`src/rtl/dtd_pkg.sv`:
```
package dtd_pkg;
    timeunit 1ns;
    timeprecision 1ps;

    typedef enum logic [1:0] {
        TRK_IDLE = 2'd0,
        TRK_FILL = 2'd1,
        TRK_LOCK = 2'd2
    } trk_state_e;

    localparam int unsigned TONES_PER_GRP = 4;

    // Nominal tone frequency in Hz; grp 0 = low band, 1 = high band
    function automatic int unsigned tone_hz(input int unsigned grp, input int unsigned idx);
        int unsigned hz;
        if (grp == 0) begin
            case (idx)
                0:       hz = 697;
                1:       hz = 770;
                2:       hz = 852;
                default: hz = 941;
            endcase
        end else begin
            case (idx)
                0:       hz = 1209;
                1:       hz = 1336;
                2:       hz = 1477;
                default: hz = 1633;
            endcase
        end
        return hz;
    endfunction

    // Rounded nominal period in reference-clock cycles
    function automatic int unsigned nom_period(input int unsigned clk_hz,
                                               input int unsigned grp,
                                               input int unsigned idx);
        int unsigned hz;
        hz = tone_hz(grp, idx);
        return (clk_hz + hz / 2) / hz;
    endfunction

    // v scaled by pm per mille, truncated
    function automatic int unsigned scale_pm(input int unsigned v, input int unsigned pm);
        return (v * pm) / 1000;
    endfunction
endpackage

```
`src/rtl/dtd_period_meter.sv`:
```
module dtd_period_meter #(
    parameter int unsigned CW      = 14,
    parameter int unsigned CNT_MAX = 5000
) (
    input  logic          clk,
    input  logic          rst_n,
    input  logic          pdn,
    input  logic          sq_in,
    output logic          edge_o,
    output logic [CW-1:0] per_o,
    output logic          stale_o
);
    timeunit 1ns;
    timeprecision 1ps;

    logic [2:0]    sync_q;
    logic [CW-1:0] cnt_q;

    // two-flop synchroniser plus one stage for edge detection
    always_ff @(posedge clk) begin
        if (!rst_n) sync_q <= '0;
        else        sync_q <= {sync_q[1:0], sq_in};
    end

    assign edge_o = sync_q[1] & ~sync_q[2];

    // cycles since last rising edge, saturating one past the coarse limit
    always_ff @(posedge clk) begin
        if (!rst_n)                        cnt_q <= '0;
        else if (pdn || edge_o)            cnt_q <= '0;
        else if (cnt_q != CW'(CNT_MAX))    cnt_q <= cnt_q + CW'(1);
    end

    assign per_o   = cnt_q + CW'(1);
    assign stale_o = (cnt_q == CW'(CNT_MAX));

    // the quiet timer never wraps, so a silent input always stays stale
    p_cnt_sat_r6: assert property (@(posedge clk) disable iff (!rst_n)
        cnt_q <= CW'(CNT_MAX));

    // the counter restarts after every rising edge
    p_edge_restart_r6: assert property (@(posedge clk) disable iff (!rst_n)
        (edge_o && !pdn) |=> (cnt_q == '0));
endmodule

```
`src/rtl/dtd_tone_matcher.sv`:
```
module dtd_tone_matcher #(
    parameter int unsigned GRP    = 0,
    parameter int unsigned CLK_HZ = 3579545,
    parameter int unsigned NAVG   = 4,
    parameter int unsigned TOL_PM = 25,
    parameter int unsigned SW     = 16
) (
    input  logic [SW-1:0]                      sum_i,
    output logic [dtd_pkg::TONES_PER_GRP-1:0]  hit_o
);
    timeunit 1ns;
    timeprecision 1ps;

    for (genvar t = 0; t < dtd_pkg::TONES_PER_GRP; t++) begin : g_tone
        localparam int unsigned P    = dtd_pkg::nom_period(CLK_HZ, GRP, t);
        localparam int unsigned D    = dtd_pkg::scale_pm(P, TOL_PM);
        localparam int unsigned S_LO = NAVG * (P - D);
        localparam int unsigned S_HI = NAVG * (P + D);
        assign hit_o[t] = (sum_i >= SW'(S_LO)) && (sum_i <= SW'(S_HI));
    end
endmodule

```
`src/rtl/dtd_tone_tracker.sv`:
```
module dtd_tone_tracker #(
    parameter int unsigned GRP       = 0,
    parameter int unsigned CLK_HZ    = 3579545,
    parameter int unsigned NAVG      = 4,
    parameter int unsigned TOL_PM    = 25,
    parameter int unsigned COARSE_PM = 100
) (
    input  logic       clk,
    input  logic       rst_n,
    input  logic       pdn,
    input  logic       sq_in,
    output logic       tone_ok,
    output logic [1:0] tone_idx
);
    timeunit 1ns;
    timeprecision 1ps;
    import dtd_pkg::*;

    localparam int unsigned NT      = TONES_PER_GRP;
    localparam int unsigned P_SHORT = nom_period(CLK_HZ, GRP, NT - 1);
    localparam int unsigned P_LONG  = nom_period(CLK_HZ, GRP, 0);
    localparam int unsigned CMIN    = scale_pm(P_SHORT, 1000 - COARSE_PM);
    localparam int unsigned CMAX    = scale_pm(P_LONG, 1000 + COARSE_PM);
    localparam int unsigned CNT_MAX = CMAX + 1;
    localparam int unsigned CW      = $clog2(CNT_MAX + 2) + 1;
    localparam int unsigned AW      = $clog2(NAVG);
    localparam int unsigned SW      = CW + AW;

    logic          edge_w, stale_w;
    logic [CW-1:0] per_w;
    logic [NT-1:0] hit_w;

    trk_state_e    state_q, state_d;
    logic [AW-1:0] fill_q, fill_d;
    logic          push, clear;
    logic [CW-1:0] hist_q [NAVG];
    logic [SW-1:0] sum_q;
    logic          in_range;

    dtd_period_meter #(.CW(CW), .CNT_MAX(CNT_MAX)) u_meter (
        .clk     (clk),
        .rst_n   (rst_n),
        .pdn     (pdn),
        .sq_in   (sq_in),
        .edge_o  (edge_w),
        .per_o   (per_w),
        .stale_o (stale_w)
    );

    dtd_tone_matcher #(
        .GRP(GRP), .CLK_HZ(CLK_HZ), .NAVG(NAVG), .TOL_PM(TOL_PM), .SW(SW)
    ) u_match (
        .sum_i (sum_q),
        .hit_o (hit_w)
    );

    assign in_range = (per_w >= CW'(CMIN)) && (per_w <= CW'(CMAX));

    // next-state and window control
    always_comb begin
        state_d = state_q;
        fill_d  = fill_q;
        push    = 1'b0;
        clear   = 1'b0;
        unique case (state_q)
            TRK_IDLE: begin
                if (edge_w) begin
                    state_d = TRK_FILL;
                    fill_d  = '0;
                    clear   = 1'b1;
                end
            end
            TRK_FILL: begin
                if (stale_w) begin
                    state_d = TRK_IDLE;
                    clear   = 1'b1;
                end else if (edge_w) begin
                    if (in_range) begin
                        push = 1'b1;
                        if (fill_q == AW'(NAVG - 1)) state_d = TRK_LOCK;
                        else                         fill_d  = fill_q + AW'(1);
                    end else begin
                        fill_d = '0;
                        clear  = 1'b1;
                    end
                end
            end
            TRK_LOCK: begin
                if (stale_w) begin
                    state_d = TRK_IDLE;
                    clear   = 1'b1;
                end else if (edge_w) begin
                    if (in_range) begin
                        push = 1'b1;
                    end else begin
                        state_d = TRK_FILL;
                        fill_d  = '0;
                        clear   = 1'b1;
                    end
                end
            end
            default: begin
                state_d = TRK_IDLE;
                clear   = 1'b1;
            end
        endcase
        if (pdn) begin
            state_d = TRK_IDLE;
            fill_d  = '0;
            push    = 1'b0;
            clear   = 1'b1;
        end
    end

    // state register
    always_ff @(posedge clk) begin
        if (!rst_n) begin
            state_q <= TRK_IDLE;
            fill_q  <= '0;
        end else begin
            state_q <= state_d;
            fill_q  <= fill_d;
        end
    end

    // sliding window of the last NAVG periods and their running sum
    always_ff @(posedge clk) begin
        if (!rst_n || clear) begin
            for (int i = 0; i < NAVG; i++) hist_q[i] <= '0;
            sum_q <= '0;
        end else if (push) begin
            hist_q[0] <= per_w;
            for (int i = 1; i < NAVG; i++) hist_q[i] <= hist_q[i-1];
            sum_q <= sum_q - SW'(hist_q[NAVG-1]) + SW'(per_w);
        end
    end

    // outputs
    always_comb begin
        tone_ok  = (state_q == TRK_LOCK) && (|hit_w);
        tone_idx = '0;
        for (int t = NT - 1; t >= 0; t--) begin
            if (hit_w[t]) tone_idx = 2'(t);
        end
    end

    // tone windows of one band never overlap
    p_hit_onehot_r3: assert property (@(posedge clk) disable iff (!rst_n)
        $onehot0(hit_w));

    // a quiet input sends an active tracker back to idle
    p_stale_idle_r6: assert property (@(posedge clk) disable iff (!rst_n)
        (stale_w && !pdn && state_q != TRK_IDLE) |=> (state_q == TRK_IDLE));

    // lock is only ever reached from a filling window
    p_lock_from_fill_r2: assert property (@(posedge clk) disable iff (!rst_n)
        $rose(state_q == TRK_LOCK) |-> ($past(state_q) == TRK_FILL));

    // power-down parks the tracker
    p_pdn_idle_r7: assert property (@(posedge clk) disable iff (!rst_n)
        pdn |=> (state_q == TRK_IDLE));
endmodule

```
`src/rtl/dtmf_freq_detector.sv`:
```
module dtmf_freq_detector #(
    parameter int unsigned CLK_HZ    = 3579545,
    parameter int unsigned NAVG      = 4,
    parameter int unsigned TOL_PM    = 25,
    parameter int unsigned COARSE_PM = 100
) (
    input  logic       clk,
    input  logic       rst_n,
    input  logic       pdn,
    input  logic       lo_sq,
    input  logic       hi_sq,
    output logic       early_valid,
    output logic [1:0] row_idx,
    output logic [1:0] col_idx
);
    timeunit 1ns;
    timeprecision 1ps;

    localparam int unsigned NGRP = 2;

    logic [NGRP-1:0]   sq_w;
    logic [NGRP-1:0]   ok_w;
    logic [2*NGRP-1:0] idx_w;
    logic              pair_ok;

    assign sq_w = {hi_sq, lo_sq};

    for (genvar g = 0; g < NGRP; g++) begin : g_grp
        dtd_tone_tracker #(
            .GRP(g), .CLK_HZ(CLK_HZ), .NAVG(NAVG),
            .TOL_PM(TOL_PM), .COARSE_PM(COARSE_PM)
        ) u_trk (
            .clk      (clk),
            .rst_n    (rst_n),
            .pdn      (pdn),
            .sq_in    (sq_w[g]),
            .tone_ok  (ok_w[g]),
            .tone_idx (idx_w[2*g +: 2])
        );
    end

    assign pair_ok = (&ok_w) && !pdn;

    always_ff @(posedge clk) begin
        if (!rst_n) begin
            early_valid <= 1'b0;
            row_idx     <= '0;
            col_idx     <= '0;
        end else begin
            early_valid <= pair_ok;
            row_idx     <= pair_ok ? idx_w[1:0] : 2'b00;
            col_idx     <= pair_ok ? idx_w[3:2] : 2'b00;
        end
    end

    // power-down clears the flag on the next edge
    p_pdn_low_r7: assert property (@(posedge clk) disable iff (!rst_n)
        pdn |=> !early_valid);

    // the flag only follows a cycle in which both bands matched
    p_valid_both_r5: assert property (@(posedge clk) disable iff (!rst_n)
        early_valid |-> $past(&ok_w));
endmodule

```
`config.mk`:
```
export PLATFORM = sky130hd
export DESIGN_NAME = dtmf_freq_detector
export DESIGN_NICKNAME = d
export VERILOG_FILES = /design/src/rtl/dtd_pkg.sv /design/src/rtl/dtd_period_meter.sv /design/src/rtl/dtd_tone_matcher.sv /design/src/rtl/dtd_tone_tracker.sv /design/src/rtl/dtmf_freq_detector.sv
export SDC_FILE = /design/constraint.sdc
export NUM_CORES = 1
export LEC_CHECK = 0
export ABC_AREA = 1
export CAP_MARGIN = 20
export CORE_ASPECT_RATIO = 0.9
export CORE_MARGIN = 2
export CORE_UTILIZATION = 69
export CTS_CLUSTER_DIAMETER = 150
export DETAILED_ROUTE_END_ITERATION = 8
export MAX_ROUTING_LAYER = met4
export PLACE_DENSITY = 0.86
export SLEW_MARGIN = 10
export SYNTH_ARGS = -nofsm -noshare
export SYNTH_HDL_FRONTEND = slang
export SYNTH_SLANG_ARGS = --single-unit
export TNS_END_PERCENT = 10
```
`constraint.sdc`:
```
create_clock -name clk -period 9.9 [get_ports clk]
set_clock_uncertainty 0.1 [all_clocks]
set_input_delay 2.475 -clock clk [delete_from_list [all_inputs] [get_ports clk]]
set_output_delay 2.475 -clock clk [all_outputs]
set_load 0.02 [all_outputs]
```
# Word level (Yosys, flattened, before mapping)
# Memory sizes are Yosys's and may differ from the RTL's.
# Index checks and enable logic that the tools add are counted.
# classes
n_div	0
muxes	82
order_cmp	20
n_mul	0
n_reduce_logical	39
bitwise_logic	14
shift	0
eq_ne	34
addsub	8
# ops
cell	count
$mux W2	36
$ge A15 B14 Y1 const B	4
$le A15 B14 Y1 const B	4
$mux W14	4
$mux W13	4
$ge A16 B15 Y1 const B	3
$le A16 B15 Y1 const B	3
$mux W1	32
$ne A2 B2 Y1 const B	12
$pmux W2 S3	4
$ne A3 B2 Y1 const B	6
$add A16 B14 Y16	1
$ge A16 B14 Y1 const B	1
$le A16 B14 Y1 const B	1
$reduce_and A8 Y1	2
$reduce_or A4 Y1	4
$sub A16 B14 Y16	1
$add A15 B13 Y15	1
$sub A15 B13 Y15	1
$add A14 B1 Y14 const B	1
$eq A14 B13 Y1 const B	1
$ge A14 B12 Y1 const B	1
$le A14 B13 Y1 const B	1
$ne A14 B13 Y1 const B	1
23 further kinds	68
# totals
regBits	77
ramBits	108
latchBits	0
mem_count	2
output_inout_bits	5
rom_bits	0
# memory_table
name	depth	word_bits	rd	rd_ports_with_merged_regs	wr	line_no	text
g_grp[0].u_trk.hist_q	4	14	4	0	4	dtd_tone_tracker.sv:36	logic [CW-1:0] hist_q [NAVG];
g_grp[1].u_trk.hist_q	4	13	4	0	4	dtd_tone_tracker.sv:36	

# Logic depth before layout (Yosys ltp)
# depth
word_depth	12
ltp_mapped	20
mapped_depth_nobuf	20

# Modules after synthesis
# Synthesis repeated with hierarchy kept, for this count alone.
# unflattened
hier_cells	1585
area_unflattened_um2	11861.4
# by_module_without_submodules
module	cells_per_inst	area_per_inst_um2	seq_area_each_um2	n_inst
dtd_tone_tracker at g_grp[0].u_trk	542	4574.4	2082.0	1
dtd_tone_tracker at g_grp[1].u_trk	501	4191.5	1941.9	1
dtd_period_meter at g_grp[0].u_trk.u_meter	146	953.4	340.3	1
dtd_period_meter at g_grp[1].u_trk.u_meter	134	879.6	320.3	1
dtd_tone_matcher at g_grp[1].u_trk.u_match	138	603.1	0.0	1
dtd_tone_matcher at g_grp[0].u_trk.u_match	107	484.2	0.0	1
dtmf_freq_detector	17	175.2	100.1	1

# Worst setup path before layout
# OpenSTA, ideal clock, no wires.
# synth_timing
kind	input-to-reg
start	in pdn
end	mem g_grp[0].u_trk.hist_q[0][0], enable pin
cell_stages	4
setup_slack_ns	4.512
arrival_ns	4.508
t_required_ns	9.021
setup_time_ns	0.779
path_cell_list	inv_1 -> nand2_1 -> a211oi_1 -> nand3_1
# synth_rtl
element	line_no	text
start, declared	dtmf_freq_detector.sv:9	input logic pdn,
end, declared	dtd_tone_tracker.sv:36	

==> impl_results.md <==
- Crit path largest cell delay: ~0.8 ns
- Worst path cell trace: clkdlybuf4s50_1 -> inv_1 -> nand2_1 -> nor2_1 -> nand2_4 -> nand3b_4 -> nor2_1
- Final instance area: between 0.01 and 0.015 mm^2
- Arrival time at the worst endpoint: between 5 and 6 ns
- Die height: 124.6 um
- IO Port Bufs: 9
- Area of the mapped netlist: approximately 0.011 mm^2
- Area occupied by multi-input gates: 0.005171 mm^2
- Worst R2R Setup Slack: 5.81 ns
- Distinct cells, synth: 52
- Synth Warn #: 0
- Highest clock rate: 206.4 MHz
- Post-synth EDFFs: 108
- Slew Viols, Final: 0
- ANT cells: 0
- Worst reg-to-reg path cell count: 17
- Area Growth Syn to Fin: 7.220%
- Fin Hold WS: 0.3187 ns
- First-pass GRT wire length: 41.51 mm
- Clk sinks: 185
- Vias per cell: ~5.7
- Grt total ovfl: 0
- Count leader, synth: inv_1
- Worst Hold Endpoint: g_grp[1].u_trk.u_meter.sync_q[1]$_SDFF_PN0_
- Total Nets Final: around 1500
- Type of the worst setup path: in -> reg
- Gr usage total: 30.76%
- Placer Congestion: 0.9933
- Sw frac: 25.35%
- Syn Inst Count: 1361
- Sequential Power Share: 51.0%
- CTS tree: yes
- Initial core utilization: 69.90%
- Number of max-cap violations: 0
- Final setup fails: 0
- Area contributors post-synth: edfxtp_1 (29%), dfxtp_1 (14%), inv_1 (9.0%)
- Area after DPL: 0.01136 mm^2
- RR Startpoint: g_grp[0].u_trk.u_meter.cnt_q[0]$_SDFFE_PP0P_
- Synth Register Bits: 185
- Worst Setup End Kind: flop
- P_int: between 0.001 and 0.0015 W
- Avg Cell Area, Syn: 8.199 um^2
- Clock latency on the worst-skew pair: 0.44 ns
- Final Hold Vio Count: 0
- Antenna Violating Nets Remaining: 0
- # DRC: 0
- Status: finished clean
- Most used flip-flop cell after synthesis: edfxtp_1
- RSZ-0062 raised after global routing: false
- Worst min-delay path category: reg -> reg
- Register area: 0.004785 mm^2
- Number of global-route vias before repair: 8630
- Worst setup SP type: input port
- CTS HTree Levels: 4
- Routed WL per cell: ~16 um
- List of most frequent post-synthesis cells: inv_1 (269), nor2_1 (212), nand2_1 (194)
- Root buf cell: clkbuf_16
- Crit Path Max Fanout: between 50 and 60
- Die W: about 140 um
- Full die area: 0.01721 mm^2
- Top Ports: 10
- Vias: 9002
- CTS Buf Count: 17
- Worst rel slew slack: around 32%
- Initial DRC count: about 1100
- CP dominant cell by count: nor2_1
- Final Util: 74.95%
- Crit-path slowest cell: nor2_1
- Drt total wl: approximately 25 mm
- Tmin final: 4.844 ns
- Clock Path Buffers: 2
- Fillers: 1136
- Async set-reset flop share out of synthesis: 0%
- Initial antenna violation count: 0
- Max VDD drop: 0.1519 mV
- Reg2reg end: g_grp[0].u_trk.sum_q[11]$_SDFFE_PP0P_
- Clock power share: 41.1%
- Hold-fix buffers at CTS: 0
- # rows: 44
- Worst-Margin Slew: between 1 and 1.5 ns
- PD cells: 139.1 mW/mm^2
- Comb power frac: approximately 7.9%
- Yosys top cell area share: between 20 and 30%
- Fin crit share: 48.93%
- Hold depth: 2
- Seq/Total Area, Yosys: 42.87%
- Pleak: 5.127 nW
- Drt first pass iters: 7
- Hold Crit Start: g_grp[1].u_trk.u_meter.sync_q[0]$_SDFF_PN0_
- Largest area contributor in the netlist: edfxtp_1
- Sw Pwr: 0.0004221 W
- Largest net degree at the start of global routing: 57
- Share of layout cells above drive strength 1: 7.553%
- Setup TNS: 0 ns
- Post-CTS Setup Bufs: 0
- Resized cells post-CTS: 0
- Clock transition at path regs: roughly 0.07 ns
- Hpwl dp: 17.35 mm
- Core ar.: 0.01597 mm^2
- Worst path required time: a little over 10 ns
logic make-up (layout without fill, tap and decap cells):
family / after synthesis / in the layout / share of synthesized area, %
simple gates: 600 / 600 / 24.40
buf+inv: 304 / 319 / 10.91
flops: 185 / 185 / 42.87
compound gates: 161 / 161 / 8.645
fa+ha+maj: 80 / 80 / 10.79
xor+xnor: 30 / 30 / 2.355
other cells: 1 / 2 / 0.03360
worst max-delay path: cells and delay by family:
kind                   cells  cell delay (ns)
buffers and inverters      2             0.51
AND/OR/NAND/NOR            5             2.00
layer usage:
layer / vias up / part of all wire (%) / GRT usage, %
met4: 0 / 2.3 / 9.784
met3: 67 / 9.0 / 6.498
li1: 4376 / - / -
met1: 4116 / 43 / 42.39
met2: 443 / 45 / 46.16
met5: - / 0 / -
cells in the final DEF (no fill, tap or decap), types with 5 or more instances in the layout:
cell type and count:
a21oi_1 70, a21oi_2 10, clkbuf_16 17, clkdlybuf4s50_1 9, dfxtp_1 77, edfxtp_1 108
fa_1 27, ha_1 53, inv_1 269, inv_2 6, inv_6 6, nand2_1 194
nand2_2 15, nand3_1 84, nand3b_1 6, nand4_1 27, nor2_1 212, nor2_2 14
nor2_4 12, nor3_1 20, nor4_1 5, o21ai_0 39, o31ai_1 9, xnor2_1 9
xor2_1 21
flip-flops by register name (all words and copies together), names as in the netlist:
signal                      cells
col_idx                         2
g_grp.u_trk.fill_q              4
g_grp.u_trk.u_meter.sync_q      6
g_grp.u_trk.hist_q            108
g_grp.u_trk.sum_q              31
row_idx                         2
early_valid                     1
g_grp.u_trk.state_q             4
g_grp.u_trk.u_meter.cnt_q      27
stage by stage:
step                cells  total power (W)  setup WS [ns]
detailed placement   1553        0.0009920          4.614
CTS                  1584         0.001665          5.044
floorplan            1362        0.0009640          4.512
finish               1584         0.001665          5.056
global placement     1553        0.0009858          4.640
global route         1584         0.001720          4.784
how the worst max path moves through the flow:
stage / from / endpoint / slack, ns
final: pdn / g_grp[1].u_trk.hist_q[1][5]$_SDFFCE_PN0P_ / 5.06
after global routing: pdn / g_grp[1].u_trk.hist_q[1][8]$_SDFFCE_PN0P_ / 4.78
after CTS: pdn / g_grp[1].u_trk.hist_q[1][5]$_SDFFCE_PN0P_ / 5.04
after detailed placement: pdn / g_grp[1].u_trk.hist_q[0][12]$_SDFFCE_PN0P_ / 4.61
after global placement: pdn / g_grp[1].u_trk.hist_q[0][12]$_SDFFCE_PN0P_ / 4.64
after floorplan: pdn / g_grp[0].u_trk.hist_q[0][0]$_SDFFCE_PN0P_ / 4.51
final cells by class:
cell class,count,share of cell area [%]
multi-input combinational,873,43.22
sequential,185,39.99
inverter,276,8.669
clock buffer,17,3.555
tap,207,2.165
clock inverter,14,1.464
timing repair buffer,12,0.9411
power groups by stage:
stage / registers (W) / logic [W] / clock network (W)
floorplan: 0.000864 / 0.0000999 / 0
global placement: 0.000865 / 0.000121 / 0
detailed placement: 0.000866 / 0.000126 / 0
CTS: 0.000849 / 0.000130 / 0.000686
global route: 0.000852 / 0.000150 / 0.000719
finish: 0.000849 / 0.000132 / 0.000684
(Power assumes the default switching activity.)
